===== src/rtl/sign_lms_demod_pkg.sv =====
package sign_lms_demod_pkg;
    // default geometry of the demodulator
    localparam int SAMPLE_W_DEF = 12;
    localparam int GAIN_W_DEF   = 16;
    localparam int GAIN_FRAC_DEF = 14;
    localparam int STEP_SHIFT_DEF = 6;
    localparam int VOTE_LEN_DEF = 16;

    // polarity of the raw slicer decision
    typedef enum logic {
        SLICE_NEG = 1'b0,
        SLICE_POS = 1'b1
    } slice_e;
endpackage


===== src/rtl/slms_tap.sv =====
module slms_tap
    import sign_lms_demod_pkg::*;
#(
    parameter int XW = SAMPLE_W_DEF,
    parameter int WW = GAIN_W_DEF,
    parameter int WF = GAIN_FRAC_DEF,
    parameter int MU = STEP_SHIFT_DEF
) (
    input  logic                 clk,
    input  logic                 rst,
    input  logic                 smp_valid,
    input  logic signed [XW-1:0] smp,
    output slice_e               decision,
    output logic signed [WW-1:0] gain
);
    localparam int PW = XW + WW;
    localparam int EW = XW + 1;
    localparam logic signed [PW-1:0] Y_HI_P = PW'((2 ** (XW - 1)) - 1);
    localparam logic signed [PW-1:0] Y_LO_P = -PW'(2 ** (XW - 1));
    localparam logic signed [XW-1:0] Y_HI = {1'b0, {(XW - 1){1'b1}}};
    localparam logic signed [XW-1:0] Y_LO = {1'b1, {(XW - 1){1'b0}}};
    localparam logic signed [EW-1:0] REF_P = EW'((2 ** (XW - 1)) - 1);
    localparam logic signed [EW-1:0] REF_N = -EW'((2 ** (XW - 1)) - 1);
    localparam logic signed [WW:0] G_HI = (WW + 1)'((2 ** (WW - 1)) - 1);
    localparam logic signed [WW:0] G_LO = -(WW + 1)'(2 ** (WW - 1));
    localparam logic signed [WW-1:0] G_INIT = WW'(2 ** WF);

    typedef struct packed {
        logic signed [WW-1:0] g;
    } tap_st_t;

    tap_st_t st_d, st_q;

    logic signed [PW-1:0] prod;
    logic signed [PW-1:0] y_full;
    logic signed [XW-1:0] y;
    logic signed [EW-1:0] err;
    logic signed [EW-1:0] x_ext;
    logic signed [EW-1:0] x_mag;
    logic signed [EW-1:0] step_raw;
    logic signed [EW-1:0] step;
    logic signed [WW:0]   g_sum;
    slice_e               dec;

    always_comb begin
        st_d   = st_q;
        prod   = $signed(st_q.g) * $signed(smp);
        y_full = prod >>> WF;
        if (y_full > Y_HI_P) begin
            y = Y_HI;
        end else if (y_full < Y_LO_P) begin
            y = Y_LO;
        end else begin
            y = y_full[XW-1:0];
        end
        dec   = y[XW-1] ? SLICE_NEG : SLICE_POS;
        err   = ((dec == SLICE_POS) ? REF_P : REF_N) - $signed({y[XW-1], y});
        x_ext = $signed({smp[XW-1], smp});
        x_mag = x_ext[EW-1] ? -x_ext : x_ext;
        if (err > 0) begin
            step_raw = x_mag;
        end else if (err < 0) begin
            step_raw = -x_mag;
        end else begin
            step_raw = '0;
        end
        step  = step_raw >>> MU;
        g_sum = $signed({st_q.g[WW-1], st_q.g}) + $signed({{(WW + 1 - EW){step[EW-1]}}, step});
        if (smp_valid) begin
            if (g_sum > G_HI) begin
                st_d.g = G_HI[WW-1:0];
            end else if (g_sum < G_LO) begin
                st_d.g = G_LO[WW-1:0];
            end else begin
                st_d.g = g_sum[WW-1:0];
            end
        end
    end

    always_ff @(posedge clk) begin
        if (rst) begin
            st_q.g <= G_INIT;
        end else begin
            st_q <= st_d;
        end
    end

    assign decision = dec;
    assign gain     = st_q.g;
endmodule


===== src/rtl/slms_vote.sv =====
module slms_vote
    import sign_lms_demod_pkg::*;
#(
    parameter int WIN = VOTE_LEN_DEF
) (
    input  logic   clk,
    input  logic   rst,
    input  logic   dec_valid,
    input  slice_e dec,
    output logic   vote_valid,
    output logic   vote_bit
);
    localparam int CW = $clog2(WIN + 1);

    typedef struct packed {
        logic [WIN-1:0] win;
        logic [CW-1:0]  fill;
        logic           bit_o;
        logic           vld;
    } vote_st_t;

    vote_st_t st_d, st_q;

    logic [WIN-1:0] win_n;
    logic [CW-1:0]  fill_n;
    logic [CW-1:0]  ones;
    logic [CW:0]    ones2;

    always_comb begin
        st_d     = st_q;
        st_d.vld = 1'b0;
        win_n    = {st_q.win[WIN-2:0], (dec == SLICE_POS)};
        fill_n   = (st_q.fill < CW'(WIN)) ? st_q.fill + 1'b1 : st_q.fill;
        ones     = CW'($countones(win_n));
        ones2    = {ones, 1'b0};
        if (dec_valid) begin
            st_d.win  = win_n;
            st_d.fill = fill_n;
            if (fill_n == CW'(WIN)) begin
                st_d.vld = 1'b1;
                if (ones2 > (CW + 1)'(WIN)) begin
                    st_d.bit_o = 1'b1;
                end else if (ones2 < (CW + 1)'(WIN)) begin
                    st_d.bit_o = 1'b0;
                end
            end
        end
    end

    always_ff @(posedge clk) begin
        if (rst) begin
            st_q <= '0;
        end else begin
            st_q <= st_d;
        end
    end

    assign vote_valid = st_q.vld;
    assign vote_bit   = st_q.bit_o;
endmodule


===== src/rtl/sign_lms_demod.sv =====
module sign_lms_demod
    import sign_lms_demod_pkg::*;
#(
    parameter int XW  = SAMPLE_W_DEF,
    parameter int WW  = GAIN_W_DEF,
    parameter int WF  = GAIN_FRAC_DEF,
    parameter int MU  = STEP_SHIFT_DEF,
    parameter int WIN = VOTE_LEN_DEF
) (
    input  logic          clk,
    input  logic          rst,
    input  logic          in_valid,
    input  logic [XW-1:0] in_sample,
    output logic          out_valid,
    output logic          out_bit
);
    slice_e               raw_dec;
    logic signed [WW-1:0] gain_cur;

    slms_tap #(
        .XW(XW),
        .WW(WW),
        .WF(WF),
        .MU(MU)
    ) u_tap (
        .clk      (clk),
        .rst      (rst),
        .smp_valid(in_valid),
        .smp      ($signed(in_sample)),
        .decision (raw_dec),
        .gain     (gain_cur)
    );

    slms_vote #(
        .WIN(WIN)
    ) u_vote (
        .clk       (clk),
        .rst       (rst),
        .dec_valid (in_valid),
        .dec       (raw_dec),
        .vote_valid(out_valid),
        .vote_bit  (out_bit)
    );
endmodule


===== config.mk =====
export PLATFORM = sky130hd
export DESIGN_NAME = sign_lms_demod
export DESIGN_NICKNAME = d
export VERILOG_FILES = /design/src/rtl/sign_lms_demod_pkg.sv /design/src/rtl/slms_tap.sv /design/src/rtl/slms_vote.sv /design/src/rtl/sign_lms_demod.sv
export SDC_FILE = /design/constraint.sdc
export NUM_CORES = 1
export LEC_CHECK = 0
export ABC_AREA = 1
export BUFFER_PORTS_ARGS = -buffer_cell sky130_fd_sc_hd__buf_2
export CAP_MARGIN = 20
export CORE_MARGIN = 1.5
export CORE_UTILIZATION = 53
export DETAILED_ROUTE_END_ITERATION = 10
export GPL_ROUTABILITY_DRIVEN = 0
export PLACE_DENSITY = 0.67
export SETUP_SLACK_MARGIN = 0.3
export SKIP_CTS_REPAIR_TIMING = 1
export SYNTH_ARGS = -nofsm -noshare
export SYNTH_HDL_FRONTEND = slang
export SYNTH_SLANG_ARGS = --single-unit

===== constraint.sdc =====
create_clock -name clk -period 17 [get_ports clk]
set_clock_uncertainty 0.1 [all_clocks]
set_input_delay 0.85 -clock clk [delete_from_list [all_inputs] [get_ports clk]]
set_output_delay 0.85 -clock clk [all_outputs]
set_load 0.005 [all_outputs]

==> summary.txt <==
Logic synthesis
  – Post-synth top cells: inv_1, nand2_1, fa_1
  – YS warnings: 0
  – Post-synth EDFFs: 0
  – Synth top area share: 34.3%
  – Syn Nets: 1812
  – Top_reg_cell synth: dfxtp_1
  – Seq cells post-synth: 38
  – Syn Std Cell Area: 11000 sq um
  – Syn Inst Count: 1511
  – Most numerous cell in the Yosys netlist: inv_1
  – Post-synth ARST share: 0%
  – Synth Area per Inst: 7.31 sq um
  – Register area share after synthesis: 6.89%
  – Netlist cell types: 46
  – Largest cells by area after synthesis: fa_1, inv_1, nand2_1
  – Leading area contributor after synthesis: fa_1

Floorplan
  – Cell row count: 52
  – Core box area: 20400 sq um
  – I/O pin cnt: 17
  – Chip Width: 147 um
  – Die area: 21700 sq um
  – Initial Util: 54.2%
  – Die Height: 147 um

Drt
  – Vias per cell: 5.10
  – DRT Pass-1 Iters: 5
  – Starting DRC count in detailed routing: 542
  – Routed WL per cell: 14.5 um
  – Vias: 8941
  – # DRC: 0
  – Final antenna-violating net count: 0
  – Total wire length: 25400 um

Timing
  – Final setup violating endpoints: 0
  – Fin. Hold Viols: 0
  – Slew @ Worst Pin: 0.933 ns
  – Post-route minimum period: 10.13 ns
  – Relative slew slack: 37.7%
  – Fmax: 98.7 MHz
  – Tcrit/Tclk final: 59.6%
  – Pins Over Slew Limit: 0
  – RSZ-0062 raised after global routing: no
  – Setup TNS: 0 ns

Clocking
  – CTS buffer count: 5
  – CTS Sinks: 38
  – Clk Latency, worst-skew pair: 0.28 ns
  – Root Buffer: clkbuf_16
  – Max clock buf depth: 2
  – TritonCTS clock tree: built
  – Clk slew on worst S/H paths: 0.06 ns
  – # H-tree levels: 2

Global route
  – All-Layer GR Usage: 25.8%
  – Largest net degree at the start of global routing: 42
  – GRT overflow: 0
  – Vias in the first global route: 9314
  – Initial antenna violation count: 0
  – First-pass GRT wire length: 44900 um

Final layout
  – Antenna diode count: 0
  – Share of layout cells above drive strength 1: 5.26%
  – Multi-input logic area: 8550 sq um
  – Storage element area: 761 sq um
  – Syn-to-layout area delta: 2.92%
  – Fillers: 1972
  – Nets: 1783

Worst setup path
  – Crit-path leading delay family: adder cells
  – Critical path class: in2reg
  – CP peak stage delay: 0.70 ns
  – Buffers & Inverters on Critical Path: 11
  – Critical-path top delay cell: fa_1
  – CP endpoint kind: flip-flop
  – CP startpoint kind: input pin
  – Worst EP arrival: 10.18 ns
  – Crit path max fanout: 19
  – CP required: 17.05 ns
  – CP dominant cell by count: nand2_1

Min path
  – Hold Crit Class: reg2reg

Run
  – MaxCap Viol Count: 0

Outcome
  – Status: completed

Placed design
  – Post-DP HPWL: 20900 um
  – Count of input and output buffers: 16
-- final timing paths --
check,slack (ns),endpoint,startpoint,cells after the start
worst max-delay path,6.87,u_tap.gain[7]$_SDFFE_PP0P_,in_sample[3],51
worst min-delay path,0.41,u_vote.st_q[21]$_SDFFE_PP0P_,u_vote.st_q[21]$_SDFFE_PP0P_,2
worst max register to register,7.06,u_tap.gain[7]$_SDFFE_PP0P_,u_tap.gain[15]$_SDFFE_PP0P_,50
worst min register to register,0.41,u_vote.st_q[21]$_SDFFE_PP0P_,u_vote.st_q[21]$_SDFFE_PP0P_,2
-- cells in the final DEF, fill, tap and decap left out, types with 2 or more instances in the layout --
cell	netlist	final
or2_2	7	7
xnor2_1	14	14
inv_1	385	385
nand4_1	9	9
nand3b_1	2	2
nor4_1	4	4
nor2_2	5	5
nor3_2	4	4
a31oi_1	5	5
o21ai_2	5	5
a21o_1	2	2
nand2_2	12	12
dfxtp_1	38	38
inv_4	3	3
o211ai_1	3	3
xor2_1	31	31
xor2_2	2	2
inv_2	5	5
o31ai_1	2	2
nor2_1	82	82
and3_1	2	2
nand3_2	4	4
nand2_4	2	2
fa_1	189	189
buf_2	2	16
nor3_1	4	4
clkbuf_16	0	5
nand3_1	36	36
ha_1	97	97
a21boi_0	2	2
a21oi_2	2	2
o21ai_0	49	49
nand2_1	372	372
a21oi_1	67	67
o21bai_1	5	5
-- final cells by class --
class | count | area share [%]
clock buffers | 6 | 1.22
clock inverters | 2 | 0.110
inverters | 394 | 13.1
multi-input cells | 1027 | 75.2
flip-flops and latches | 38 | 6.69
well taps | 270 | 2.97
repair buffers | 16 | 0.705
-- logic make-up (layout without fill, tap and decap cells) --
logic type,after synthesis,in the layout,synth area share [%]
and+or+nand+nor,547,547,20.7
buffers and inverters,446,418,15.7
adders and majority gates,286,286,45.3
AOI/OAI and AO/OA,146,146,7.42
xor gates and xnor gates,48,48,4.01
DFF,38,38,6.89
-- flip-flops by register name, summed over array words and instances (netlist names) --
signal	cells
u_vote.vote_bit	1
u_tap.gain	16
u_vote.st_q	20
u_vote.vote_valid	1
-- per-layer routing --
layer	share of wire, %	routed length (um)	global-route usage (%)	up-vias
li1	-	-	-	4383
met3	5.3	1360	3.11	38
met1	44	11200	34.2	4293
met4	2.7	680	6.00	0
met2	48	12300	45.0	227
met5	0	0	0	-
-- worst reg2reg max path: cells and delay by family (launching register included) --
| kind | cells | cell delay [ns] |
|---|---|---|
| adders and majority gates | 9 | 4.21 |
| and+or+nand+nor | 22 | 2.06 |
| AOI/OAI and AO/OA | 9 | 1.85 |
| buffers and inverters | 10 | 0.90 |
| DFF | 1 | 0.69 |
-- through the flow --
step / setup WS [ns] / util [%] / instances / cell area, sq um / hold WS [ns]
after floorplan: 7.42 / - / 1511 / 11000 / 0.367
after global placement: 6.83 / 55.1 / 1745 / 11200 / 0.390
after detailed placement: 6.66 / 55.1 / 1745 / 11200 / 0.397
after CTS: 6.93 / 55.8 / 1753 / 11400 / 0.412
after global routing: 6.01 / 55.8 / 1753 / 11400 / 0.432
final: 6.87 / 55.8 / 1753 / 11400 / 0.407
Power is left out: the tool's default activity adds up to more than one toggle a clock period on the data nets, which glitch-free logic cannot reach.
